===== config.mk =====
export PLATFORM = sky130hd
export DESIGN_NAME = manchester_word_tx
export DESIGN_NICKNAME = d
export VERILOG_FILES = /design/src/rtl/mwt_pkg.sv /design/src/rtl/mwt_hold.sv /design/src/rtl/mwt_serializer.sv /design/src/rtl/mwt_guard.sv /design/src/rtl/manchester_word_tx.sv
export SDC_FILE = /design/constraint.sdc
export NUM_CORES = 1
export LEC_CHECK = 0
export BUFFER_PORTS_ARGS = -buffer_cell sky130_fd_sc_hd__buf_2
export CAP_MARGIN = 20
export CORE_UTILIZATION = 50
export DETAILED_ROUTE_END_ITERATION = 8
export PLACE_DENSITY = 0.69
export SETUP_SLACK_MARGIN = 0.4
export SLEW_MARGIN = 40
export SYNTH_ARGS = -nofsm -noshare
export SYNTH_HDL_FRONTEND = slang
export SYNTH_SLANG_ARGS = --single-unit

===== constraint.sdc =====
create_clock -name clk -period 3 [get_ports clk]
set_clock_uncertainty 0.05 [all_clocks]
set_input_delay 0.45 -clock clk [delete_from_list [all_inputs] [get_ports clk]]
set_output_delay 0.45 -clock clk [all_outputs]
set_load 0.03 [all_outputs]

===== src/rtl/mwt_pkg.sv =====
package mwt_pkg;
  localparam int HALVES    = 40;
  localparam int HALF_W    = 6;
  localparam int DIV_W     = 4;

  typedef struct packed {
    logic [15:0] word;
    logic        is_data;
    logic        bus_b;
  } mwt_entry_t;

  function automatic logic [DIV_W-1:0] div_of(input logic [1:0] sel);
    return DIV_W'(6 + 2 * int'(sel));
  endfunction

  function automatic logic cell_level(input logic [15:0] w, input logic is_data,
                                      input logic [HALF_W-1:0] h);
    logic bitv;
    if (h < 6) begin
      return (h < 3) ? ~is_data : is_data;
    end
    if (h >= 38) bitv = ~^w;
    else         bitv = w[15 - ((h - 6) >> 1)];
    return h[0] ? ~bitv : bitv;
  endfunction
endpackage


===== src/rtl/mwt_hold.sv =====
module mwt_hold
  import mwt_pkg::*;
(
  input  logic       clk,
  input  logic       rst_n,
  input  logic       load,
  input  mwt_entry_t load_val,
  input  logic       take,
  input  logic       flush,
  output logic       full,
  output mwt_entry_t entry
);
  logic       full_d;
  mwt_entry_t entry_d;
  logic       entry_en;

  always_comb begin
    full_d   = full;
    entry_en = 1'b0;
    entry_d  = load_val;
    if (flush)     full_d = 1'b0;
    else if (load) begin
      full_d   = 1'b1;
      entry_en = 1'b1;
    end else if (take) full_d = 1'b0;
  end

  always_ff @(posedge clk or negedge rst_n) begin
    if (!rst_n) full <= 1'b0;
    else        full <= full_d;
  end

  always_ff @(posedge clk or negedge rst_n) begin
    if (!rst_n)        entry <= '0;
    else if (entry_en) entry <= entry_d;
  end

  assert_no_load_when_full_R6: assert property (@(posedge clk) disable iff (!rst_n)
    (full && !take && !flush) |=> full);
endmodule


===== src/rtl/mwt_serializer.sv =====
module mwt_serializer
  import mwt_pkg::*;
(
  input  logic       clk,
  input  logic       rst_n,
  input  logic [1:0] clk_sel,
  input  logic       hold_full,
  input  mwt_entry_t hold_entry,
  input  logic       stretch,
  input  logic       abort,
  output logic       take,
  output logic       active,
  output logic       level,
  output logic       half_tick,
  output logic       frame_done,
  output mwt_entry_t cur
);
  logic [DIV_W-1:0]  cnt_q, cnt_d, div_q, div_d;
  logic [HALF_W-1:0] half_q, half_d;
  logic              active_d;
  mwt_entry_t        cur_d;

  assign active    = active_q_w;
  logic active_q_w;
  assign half_tick = active_q_w && (cnt_q == div_q - 1'b1);
  assign level     = cell_level(cur.word, cur.is_data, half_q);

  always_comb begin
    active_d   = active_q_w;
    cnt_d      = cnt_q;
    half_d     = half_q;
    div_d      = div_q;
    cur_d      = cur;
    take       = 1'b0;
    frame_done = 1'b0;
    if (abort) begin
      active_d = 1'b0;
      cnt_d    = '0;
      half_d   = '0;
    end else if (!active_q_w) begin
      if (hold_full) begin
        take     = 1'b1;
        active_d = 1'b1;
        cnt_d    = '0;
        half_d   = '0;
        cur_d    = hold_entry;
        div_d    = div_of(clk_sel);
      end
    end else if (half_tick) begin
      cnt_d = '0;
      if (half_q == HALF_W'(HALVES - 1)) begin
        if (stretch) begin
          half_d = HALF_W'(HALVES - 2);
        end else begin
          frame_done = 1'b1;
          half_d     = '0;
          if (hold_full) begin
            take  = 1'b1;
            cur_d = hold_entry;
            div_d = div_of(clk_sel);
          end else begin
            active_d = 1'b0;
          end
        end
      end else begin
        half_d = half_q + 1'b1;
      end
    end else begin
      cnt_d = cnt_q + 1'b1;
    end
  end

  always_ff @(posedge clk or negedge rst_n) begin
    if (!rst_n) begin
      active_q_w <= 1'b0;
      cnt_q      <= '0;
      half_q     <= '0;
      div_q      <= DIV_W'(6);
      cur        <= '0;
    end else begin
      active_q_w <= active_d;
      cnt_q      <= cnt_d;
      half_q     <= half_d;
      div_q      <= div_d;
      cur        <= cur_d;
    end
  end

  assert_half_in_range_R1: assert property (@(posedge clk) disable iff (!rst_n)
    half_q < HALF_W'(HALVES));
  assert_stretch_holds_line_R9: assert property (@(posedge clk) disable iff (!rst_n)
    (active_q_w && stretch && !abort) |=> active_q_w);
endmodule


===== src/rtl/mwt_guard.sv =====
module mwt_guard
  import mwt_pkg::*;
#(
  parameter int OVR_HALVES = 1376,
  parameter int LB_GRACE   = 64
) (
  input  logic        clk,
  input  logic        rst_n,
  input  logic        active,
  input  logic        half_tick,
  input  logic        clear,
  input  logic        frame_done,
  input  logic [15:0] sent_word,
  input  logic        sent_is_data,
  input  logic        lb_valid,
  input  logic [15:0] lb_word,
  input  logic        lb_is_data,
  output logic        shutdown,
  output logic        lb_fail
);
  localparam int WD_W = $clog2(OVR_HALVES + 1);
  localparam int GR_W = $clog2(LB_GRACE + 1);

  logic [WD_W-1:0] wd_q, wd_d;
  logic [GR_W-1:0] gr_q, gr_d;
  logic            shut_d, fail_d, await_q, await_d;
  logic [16:0]     exp_q, exp_d;

  always_comb begin
    wd_d   = wd_q;
    shut_d = shutdown;
    if (clear) shut_d = 1'b0;
    if (!active || clear) wd_d = '0;
    else if (half_tick) begin
      wd_d = wd_q + 1'b1;
      if (wd_q == WD_W'(OVR_HALVES - 1)) shut_d = 1'b1;
    end
  end

  always_comb begin
    await_d = await_q;
    exp_d   = exp_q;
    gr_d    = gr_q;
    fail_d  = lb_fail;
    if (frame_done) begin
      if (await_q) fail_d = 1'b1;
      await_d = 1'b1;
      exp_d   = {sent_is_data, sent_word};
      gr_d    = '0;
    end else if (await_q) begin
      if (lb_valid) begin
        if ({lb_is_data, lb_word} != exp_q) fail_d = 1'b1;
        await_d = 1'b0;
      end else if (gr_q == GR_W'(LB_GRACE - 1)) begin
        fail_d  = 1'b1;
        await_d = 1'b0;
      end else begin
        gr_d = gr_q + 1'b1;
      end
    end
    if (clear) fail_d = 1'b0;
  end

  always_ff @(posedge clk or negedge rst_n) begin
    if (!rst_n) begin
      wd_q     <= '0;
      shutdown <= 1'b0;
      await_q  <= 1'b0;
      exp_q    <= '0;
      gr_q     <= '0;
      lb_fail  <= 1'b0;
    end else begin
      wd_q     <= wd_d;
      shutdown <= shut_d;
      await_q  <= await_d;
      exp_q    <= exp_d;
      gr_q     <= gr_d;
      lb_fail  <= fail_d;
    end
  end

  assert_wd_bounded_R7: assert property (@(posedge clk) disable iff (!rst_n)
    wd_q <= WD_W'(OVR_HALVES));
  assert_shutdown_sticky_R8: assert property (@(posedge clk) disable iff (!rst_n)
    (shutdown && !clear) |=> shutdown);
  assert_lbfail_sticky_R11: assert property (@(posedge clk) disable iff (!rst_n)
    (lb_fail && !clear) |=> lb_fail);
endmodule


===== src/rtl/manchester_word_tx.sv =====
module manchester_word_tx
  import mwt_pkg::*;
#(
  parameter int OVR_HALVES = 1376,
  parameter int LB_GRACE   = 64
) (
  input  logic        clk,
  input  logic        rst_n,
  input  logic [1:0]  clk_sel,
  input  logic        tx_valid,
  output logic        tx_ready,
  input  logic [15:0] tx_word,
  input  logic        tx_is_data,
  input  logic        tx_bus_b,
  input  logic        stretch,
  input  logic        clear,
  input  logic        lb_valid,
  input  logic [15:0] lb_word,
  input  logic        lb_is_data,
  output logic        a_pos,
  output logic        a_neg,
  output logic        a_inh,
  output logic        b_pos,
  output logic        b_neg,
  output logic        b_inh,
  output logic        shutdown,
  output logic        lb_fail
);
  mwt_entry_t hold_e, cur_e, in_e;
  logic hold_full, take, active, level, half_tick, frame_done;
  logic drive_a, drive_b;

  assign in_e     = '{word: tx_word, is_data: tx_is_data, bus_b: tx_bus_b};
  assign tx_ready = !hold_full && !shutdown;

  mwt_hold u_hold (
    .clk(clk), .rst_n(rst_n), .load(tx_valid && tx_ready), .load_val(in_e),
    .take(take), .flush(shutdown), .full(hold_full), .entry(hold_e)
  );

  mwt_serializer u_ser (
    .clk(clk), .rst_n(rst_n), .clk_sel(clk_sel), .hold_full(hold_full),
    .hold_entry(hold_e), .stretch(stretch), .abort(shutdown), .take(take),
    .active(active), .level(level), .half_tick(half_tick),
    .frame_done(frame_done), .cur(cur_e)
  );

  mwt_guard #(.OVR_HALVES(OVR_HALVES), .LB_GRACE(LB_GRACE)) u_guard (
    .clk(clk), .rst_n(rst_n), .active(active), .half_tick(half_tick),
    .clear(clear), .frame_done(frame_done), .sent_word(cur_e.word),
    .sent_is_data(cur_e.is_data), .lb_valid(lb_valid), .lb_word(lb_word),
    .lb_is_data(lb_is_data), .shutdown(shutdown), .lb_fail(lb_fail)
  );

  assign drive_a = active && !shutdown && !cur_e.bus_b;
  assign drive_b = active && !shutdown &&  cur_e.bus_b;
  assign a_pos = drive_a ? level  : 1'b1;
  assign a_neg = drive_a ? ~level : 1'b1;
  assign a_inh = !drive_a;
  assign b_pos = drive_b ? level  : 1'b1;
  assign b_neg = drive_b ? ~level : 1'b1;
  assign b_inh = !drive_b;

  assert_idle_high_R4: assert property (@(posedge clk) disable iff (!rst_n)
    a_inh |-> (a_pos && a_neg));
  assert_idle_high_b_R4: assert property (@(posedge clk) disable iff (!rst_n)
    b_inh |-> (b_pos && b_neg));
  assert_one_bus_R5: assert property (@(posedge clk) disable iff (!rst_n)
    (a_inh || b_inh) && (a_inh || (a_pos != a_neg)) && (b_inh || (b_pos != b_neg)));
  assert_shutdown_quiet_R7: assert property (@(posedge clk) disable iff (!rst_n)
    shutdown |-> (a_inh && b_inh && !tx_ready));
endmodule


# [After elaboration in Yosys (flattened, before gate mapping)]
# Cells that the tools add are included.
[totals] regBits=90 output_inout_bits=9 in_bits=43 elab_cells=144
[classes] magnitude_cmp=4 n_eq_ne=12 mux=75 bitwise=4 reduce_logical=24 add_sub_neg=8
[op_table] operator="$mux W18" n=5
[op_table] operator="$mux W1" n=48
[op_table] operator="$mux W4" n=9
[op_table] operator="$mux W6" n=6
[op_table] operator="$lt A32 B5 Y1 const B" n=1
[op_table] operator="$sub A4 B31 Y32 const A" n=1
[op_table] operator="$mux W7" n=4
[op_table] operator="$mux W11" n=2
[op_table] operator="$ne A17 B17 Y1" n=1
[op_table] operator="$reduce_xnor A16 Y1" n=1
[op_table] operator="$add A11 B1 Y11 const B" n=1
[op_table] operator="$eq A11 B11 Y1 const B" n=1
[op_table] operator="$ne A2 B2 Y1 const B" n=4
[op_table] operator="$add A7 B1 Y7 const B" n=1
[op_table] operator="$eq A7 B6 Y1 const B" n=1
[op_table] operator="$sub A6 B3 Y7 const B" n=1
[op_table] operator="$add A6 B1 Y6 const B" n=1
[op_table] operator="$eq A6 B6 Y1 const B" n=1
[op_table] operator="$ge A6 B6 Y1 const B" n=1
[op_table] operator="$logic_and A1 B1 Y1" n=6
[op_table] operator="$logic_not A1 Y1" n=6
[op_table] operator="$lt A6 B2 Y1 const B" n=1
[op_table] operator="$lt A6 B3 Y1 const B" n=1
[op_table] operator="$reduce_and A3 Y1" n=2
[op_table] operator="other kinds (15)" n=21

# [Longest topological paths before layout]
[logic_depth] depth_word=11 mapped_depth=10 depth_no_buf=8

# [Cells and area by module]
# A second synthesis with hierarchy kept.
[hier_totals] hier_cells=381 hier_area_um2=4683.2
[by_module_without_submodules] mod="mwt_serializer" seq_area_each_um2=803.3 area_per_inst_um2=1981.9 cells_per_inst=168 n_inst=1
[by_module_without_submodules] mod="mwt_guard" seq_area_each_um2=950.9 area_per_inst_um2=1856.8 cells_per_inst=162 n_inst=1
[by_module_without_submodules] mod="mwt_hold" seq_area_each_um2=475.5 area_per_inst_um2=775.7 cells_per_inst=43 n_inst=1
[by_module_without_submodules] mod="manchester_word_tx" seq_area_each_um2=0.0 area_per_inst_um2=68.8 cells_per_inst=8 n_inst=1

# [Worst setup path after synthesis]
# OpenSTA, ideal clock, no wires.
[synth_timing] path_kind="flip-flop to output port" from="reg u_ser.half_q[2]" to="out b_neg" arrival_ns=2.336 stages_incl_launch_ff=7 t_required_ns=2.500 path_slack_ns=0.164 n_path_buf=0 cell_sequence="dfrtp_1 > ha_1 > mux4_2 > nand2b_1 > and3_1 > a2111oi_0 > nor3_1"
[synth_between] elab_chain_cells=11 word_cells_on_any_way=17 classes_between="2 x add/sub; 3 x order compare; 10 x mux; 2 x bitwise"
[synth_rtl] element="from (decl)" line="mwt_serializer.sv:19" source="logic [HALF_W-1:0] half_q, half_d;"
[synth_rtl] element="from (signal assigned)" line="mwt_serializer.sv:83" source="half_q <= half_d;"
[synth_rtl] element="$sub A6 B3 Y7" line="mwt_pkg.sv:23" source="else bitv = w[15 - ((h - 6) >> 1)];"
[synth_rtl] element="$sub A4 B31 Y32" line="mwt_pkg.sv:23"
[synth_rtl] element="$bmux W1 S4" line="mwt_pkg.sv:23"
[synth_rtl] element="$mux W1 (not written as such)" line="mwt_pkg.sv:23"
[synth_rtl] element="$mux W1 (2 in series)" line="mwt_pkg.sv:22" source="if (h >= 38) bitv = ~^w;"
[synth_rtl] element="$not A1 Y1" line="mwt_pkg.sv:24" source="return h[0] ? ~bitv : bitv;"
[synth_rtl] element="$mux W1" line="mwt_pkg.sv:24"
[synth_rtl] element="$mux W1 (*)" line="mwt_pkg.sv:22"
[synth_rtl] element="$not A1 Y1 (*)" line="manchester_word_tx.sv:61" source="assign b_neg = drive_b ? ~level : 1'b1;"
[synth_rtl] element="$mux W1 (*)" line="manchester_word_tx.sv:61"
[synth_rtl] element="to (decl)" line="manchester_word_tx.sv:24" source="output logic b_neg,"
# Every way passes the cells marked *; elsewhere a longest branch is shown, timed or not. The select of a mux whose other input is x is not followed.

# [Worst setup path after layout]
[layout_timing] from="reg u_ser.half_q[1]" to="out b_neg"
# The elaborated chain is that of the path after synthesis.

==> metrics.yaml <==
power_and_ir_drop:
  switching_share_pct: 37.3
  p_int_mw: 2.86
  comb_power_share_pct: 44.6
  p_switching_mw: 1.70
  p_leak_nw: 2.62
  seqPwrFrac_pct: 36.4
  pwr_density_cell_nw_per_um2: 819
  peakVddDrop_mv: 0.444
  total_power_mw: 4.55
  p_clk_share_pct: 19.0
worst_setup_path:
  cp_slowest_cell: "mux4_2"
  startpoint: "u_ser.half_q[1]"
  path_cells: "ha_4 -> mux4_2 -> nand2b_4 -> nand3_1 -> o32ai_1 -> nor3_2 -> buf_4"
  worst-endpoint-arrival_ps: 2480
  crit_fanout: 4
  path_class: "register to primary output"
  critPathMaxStageDelay_ps: 540
  critical_path_required_ps: 2500
  cp-end-kind: "primary output"
  rr_startpoint: "u_ser.div_q[1]"
  crit_path_start_kind: "register"
clocking:
  numCtsBuffers: 9
  cts.sinks: 89
  htreeDepth: 3
  insertion_delay_ps: 360
  cts_tree: "done"
  cts_buffer_depth: 2
  clk_pin_slew_ps: 90
  cts_root_buf: "clkbuf_8"
  ctsHoldBuffers: 0
yosys:
  synth_seq_cells: 89
  synth_cells: 440
  yosysSeqAreaShare_pct: 48.2
  synthesis.area_um2: 4630
  synthDistinctLibCells: 44
  synth_nets: 491
  yosys_warnings: 0
  syn_area_per_cell_um2: 10.5
layout:
  final_layout_size_suffix_gt1_share_pct: 31.0
  nNetsFinal: 556
  diodes: 0
  syn2layout_area_growth_pct: 20.1
  design_area_um2: 5560
place:
  hpwlAfterDp_mm: 6.88
  gp_congestion: 0.876
  place_area_um2: 5040
  io_buffers: 51
sta:
  fin_crit_ps: 2980
  drv_slew: 0
  tightest_slew_ps: 579
  hold_viol_final: 0
  slew_headroom_pct: 61.4
  finalSetupViolations: 0
  max_freq_ghz: 0.336
  period_share_pct: 99.3
  rsz0062_at_grt: "true"
drt:
  postRouteWirelength_mm: 9.80
  drtIter0Drc: 227
  postRouteAntennaNets: 0
  vias: 3426
  wl_per_cell_um: 15.9
  drc_errors: 0
  vias_per_cell: 5.54
  dr.pass1.iters: 6
floorplanning:
  fp.dieW_um: 98.2
  start_util_pct: 52.3
  die_y_um: 98.2
  fp.coreArea_um2: 8850
  ios: 52
  num_rows: 34
  die_area_um2: 9640
worst_hold_path:
  hp-class: "input pin to async pin"
global_routing:
  antenna_found_initial: 0
  gr-total-overflow: 0
  grt_max_degree: 47
  grt_pass1_vias: 3455
  grt_usage_pct: 21.5
  grt_pass1_wl_mm: 16.4
job:
  max_cap_viol_count: 0
status:
  outcome: "finished clean"
==> cell type report <==
cell class	count	area, um2
fill	728	3290
clock buffer	10	138
inverter	12	48.8
tap	108	135
timing repair buffer	70	489
sequential	89	2230
multi-input combinational	323	2440
clock inverter	6	73.8
==> stage by stage <==
step           TNS [ps]  utilization [%]  worst slack [ps]  hold slack, ps  cells
2_1_floorplan         0                -               367             104    440
3_3_place_gp          0             56.9               165             423    594
3_5_place_dp          0             56.9              58.4             427    594
4_1_cts               0             61.1              62.5            45.4    613
5_1_grt           -89.8             62.8             -53.8            57.4    618
6_report              0             62.8              20.2            19.4    618
==> cell families after synthesis <==
group	synth area share (%)
adder cells (fa/ha/maj)	2.16
multiplexers	12.9
XOR/XNOR	10.7
flip-flops	48.2
AO/OA/AOI/OAI	5.68
buffers and inverters	3.00
AND/OR/NAND/NOR	17.4
==> state kept, by name (all words and copies together), names as in the netlist <==
signal / cells
u_guard.await_q: 1
u_guard.exp_q: 17
u_guard.gr_q: 7
u_guard.lb_fail: 1
u_guard.shutdown: 1
u_guard.wd_q: 11
u_hold.entry: 18
u_hold.full: 1
u_ser.active: 1
u_ser.cnt_q: 4
u_ser.cur: 18
u_ser.div_q: 3
u_ser.half_q: 6
==> cell usage in the layout (no fill, tap or decap), types with 4 or more instances in the layout <==
master / n
ha_1: 6
clkbuf_8: 10
xor2_1: 17
nor2_1: 38
xnor2_1: 31
mux2i_1: 6
dfrtp_1: 85
nand2_1: 74
mux2_4: 14
and4_1: 4
and3_1: 5
buf_2: 46
nor3_1: 11
a21oi_1: 8
buf_4: 16
buf_12: 4
o21ai_0: 13
inv_1: 10
nand4_1: 9
mux2_2: 22
nand3_1: 16
==> worst paths after layout <==
check | endpoint | slack [ps] | depth (start not counted)
max | b_neg | 20 | 7
min | u_guard.wd_q[8] | 20 | 1
max reg2reg | u_ser.cur[14] | 430 | 8
min reg2reg | u_guard.exp_q[2] | 440 | 2
max in group asynchronous | u_guard.gr_q[1] | 2240 | 2
min in group clk | u_ser.div_q[1] | 210 | 2
==> metal layers <==
layer	part of all wire (%)	wire, um	global-route usage, %	up-vias
li1	-	-	-	1643
met1	46	4520	29.2	1697
met2	48	4710	35.3	69
met3	3.9	380	3.51	17
met4	1.9	185	7.46	0
met5	0	0	0	-
==> timing repair <==
item	CTS	global route
setup buffers	3	4
gates cloned	0	1
endpoints found under the setup margin	16	21
pin swaps	9	5
gates resized for setup	25	14
==> power groups by stage <==
stage | combinational [mW] | clock [mW] | sequential [mW]
after detailed placement | 1.49 | 0 | 1.66
after global routing | 2.17 | 0.952 | 1.69
after CTS | 1.80 | 0.884 | 1.64
after global placement | 1.43 | 0 | 1.65
after floorplan | 1.18 | 0 | 1.58
final | 2.03 | 0.865 | 1.66
==> critical path, delay by kind of cell (launching register included) <==
| family | cells | cell delay [ps] |
|---|---|---|
| AO/OA/AOI/OAI | 1 | 260 |
| buffers and inverters | 1 | 190 |
| adder cells (fa/ha/maj) | 1 | 310 |
| flip-flops | 1 | 470 |
| multiplexers | 1 | 540 |
| AND/OR/NAND/NOR | 3 | 360 |
==> synthesized netlist by cell type <==
master	instances	area share, %
a32oi_1	2	0.38
and2_1	2	0.27
nor2_1	38	3.1
nand3_1	18	1.9
a31oi_1	1	0.14
nand4_4	1	0.46
a41oi_1	2	0.38
buf_2	2	0.22
a21bo_1	1	0.22
nand4_1	9	1.2
clkbuf_1	11	0.89
mux2_4	14	4.5
o311a_1	1	0.22
mux2_2	22	5.4
and4_1	4	0.76
o21ai_0	13	1.4
nand2b_1	2	0.27
inv_1	12	0.97
a211oi_2	1	0.27
mux4_2	3	1.5
dfstp_2	2	1.1
dfrtp_1	87	47
nor2b_1	2	0.27
ha_1	8	2.2
buf_6	2	0.49
and3_1	6	0.81
or3_1	3	0.41
o31ai_1	1	0.16
a211o_1	1	0.19
buf_12	1	0.43
nor4_1	3	0.41
xnor3_2	1	0.51
xor2_1	19	3.6
a211oi_1	1	0.16
a2111oi_0	3	0.57
xor2_2	1	0.35
nand2_1	75	6.1
nor3_1	13	1.4
o22a_1	1	0.19
o32ai_1	2	0.38
a21o_1	1	0.16
xnor2_1	33	6.2
mux2i_1	7	1.5
a21oi_1	8	0.87
(Power assumes the default switching activity.)
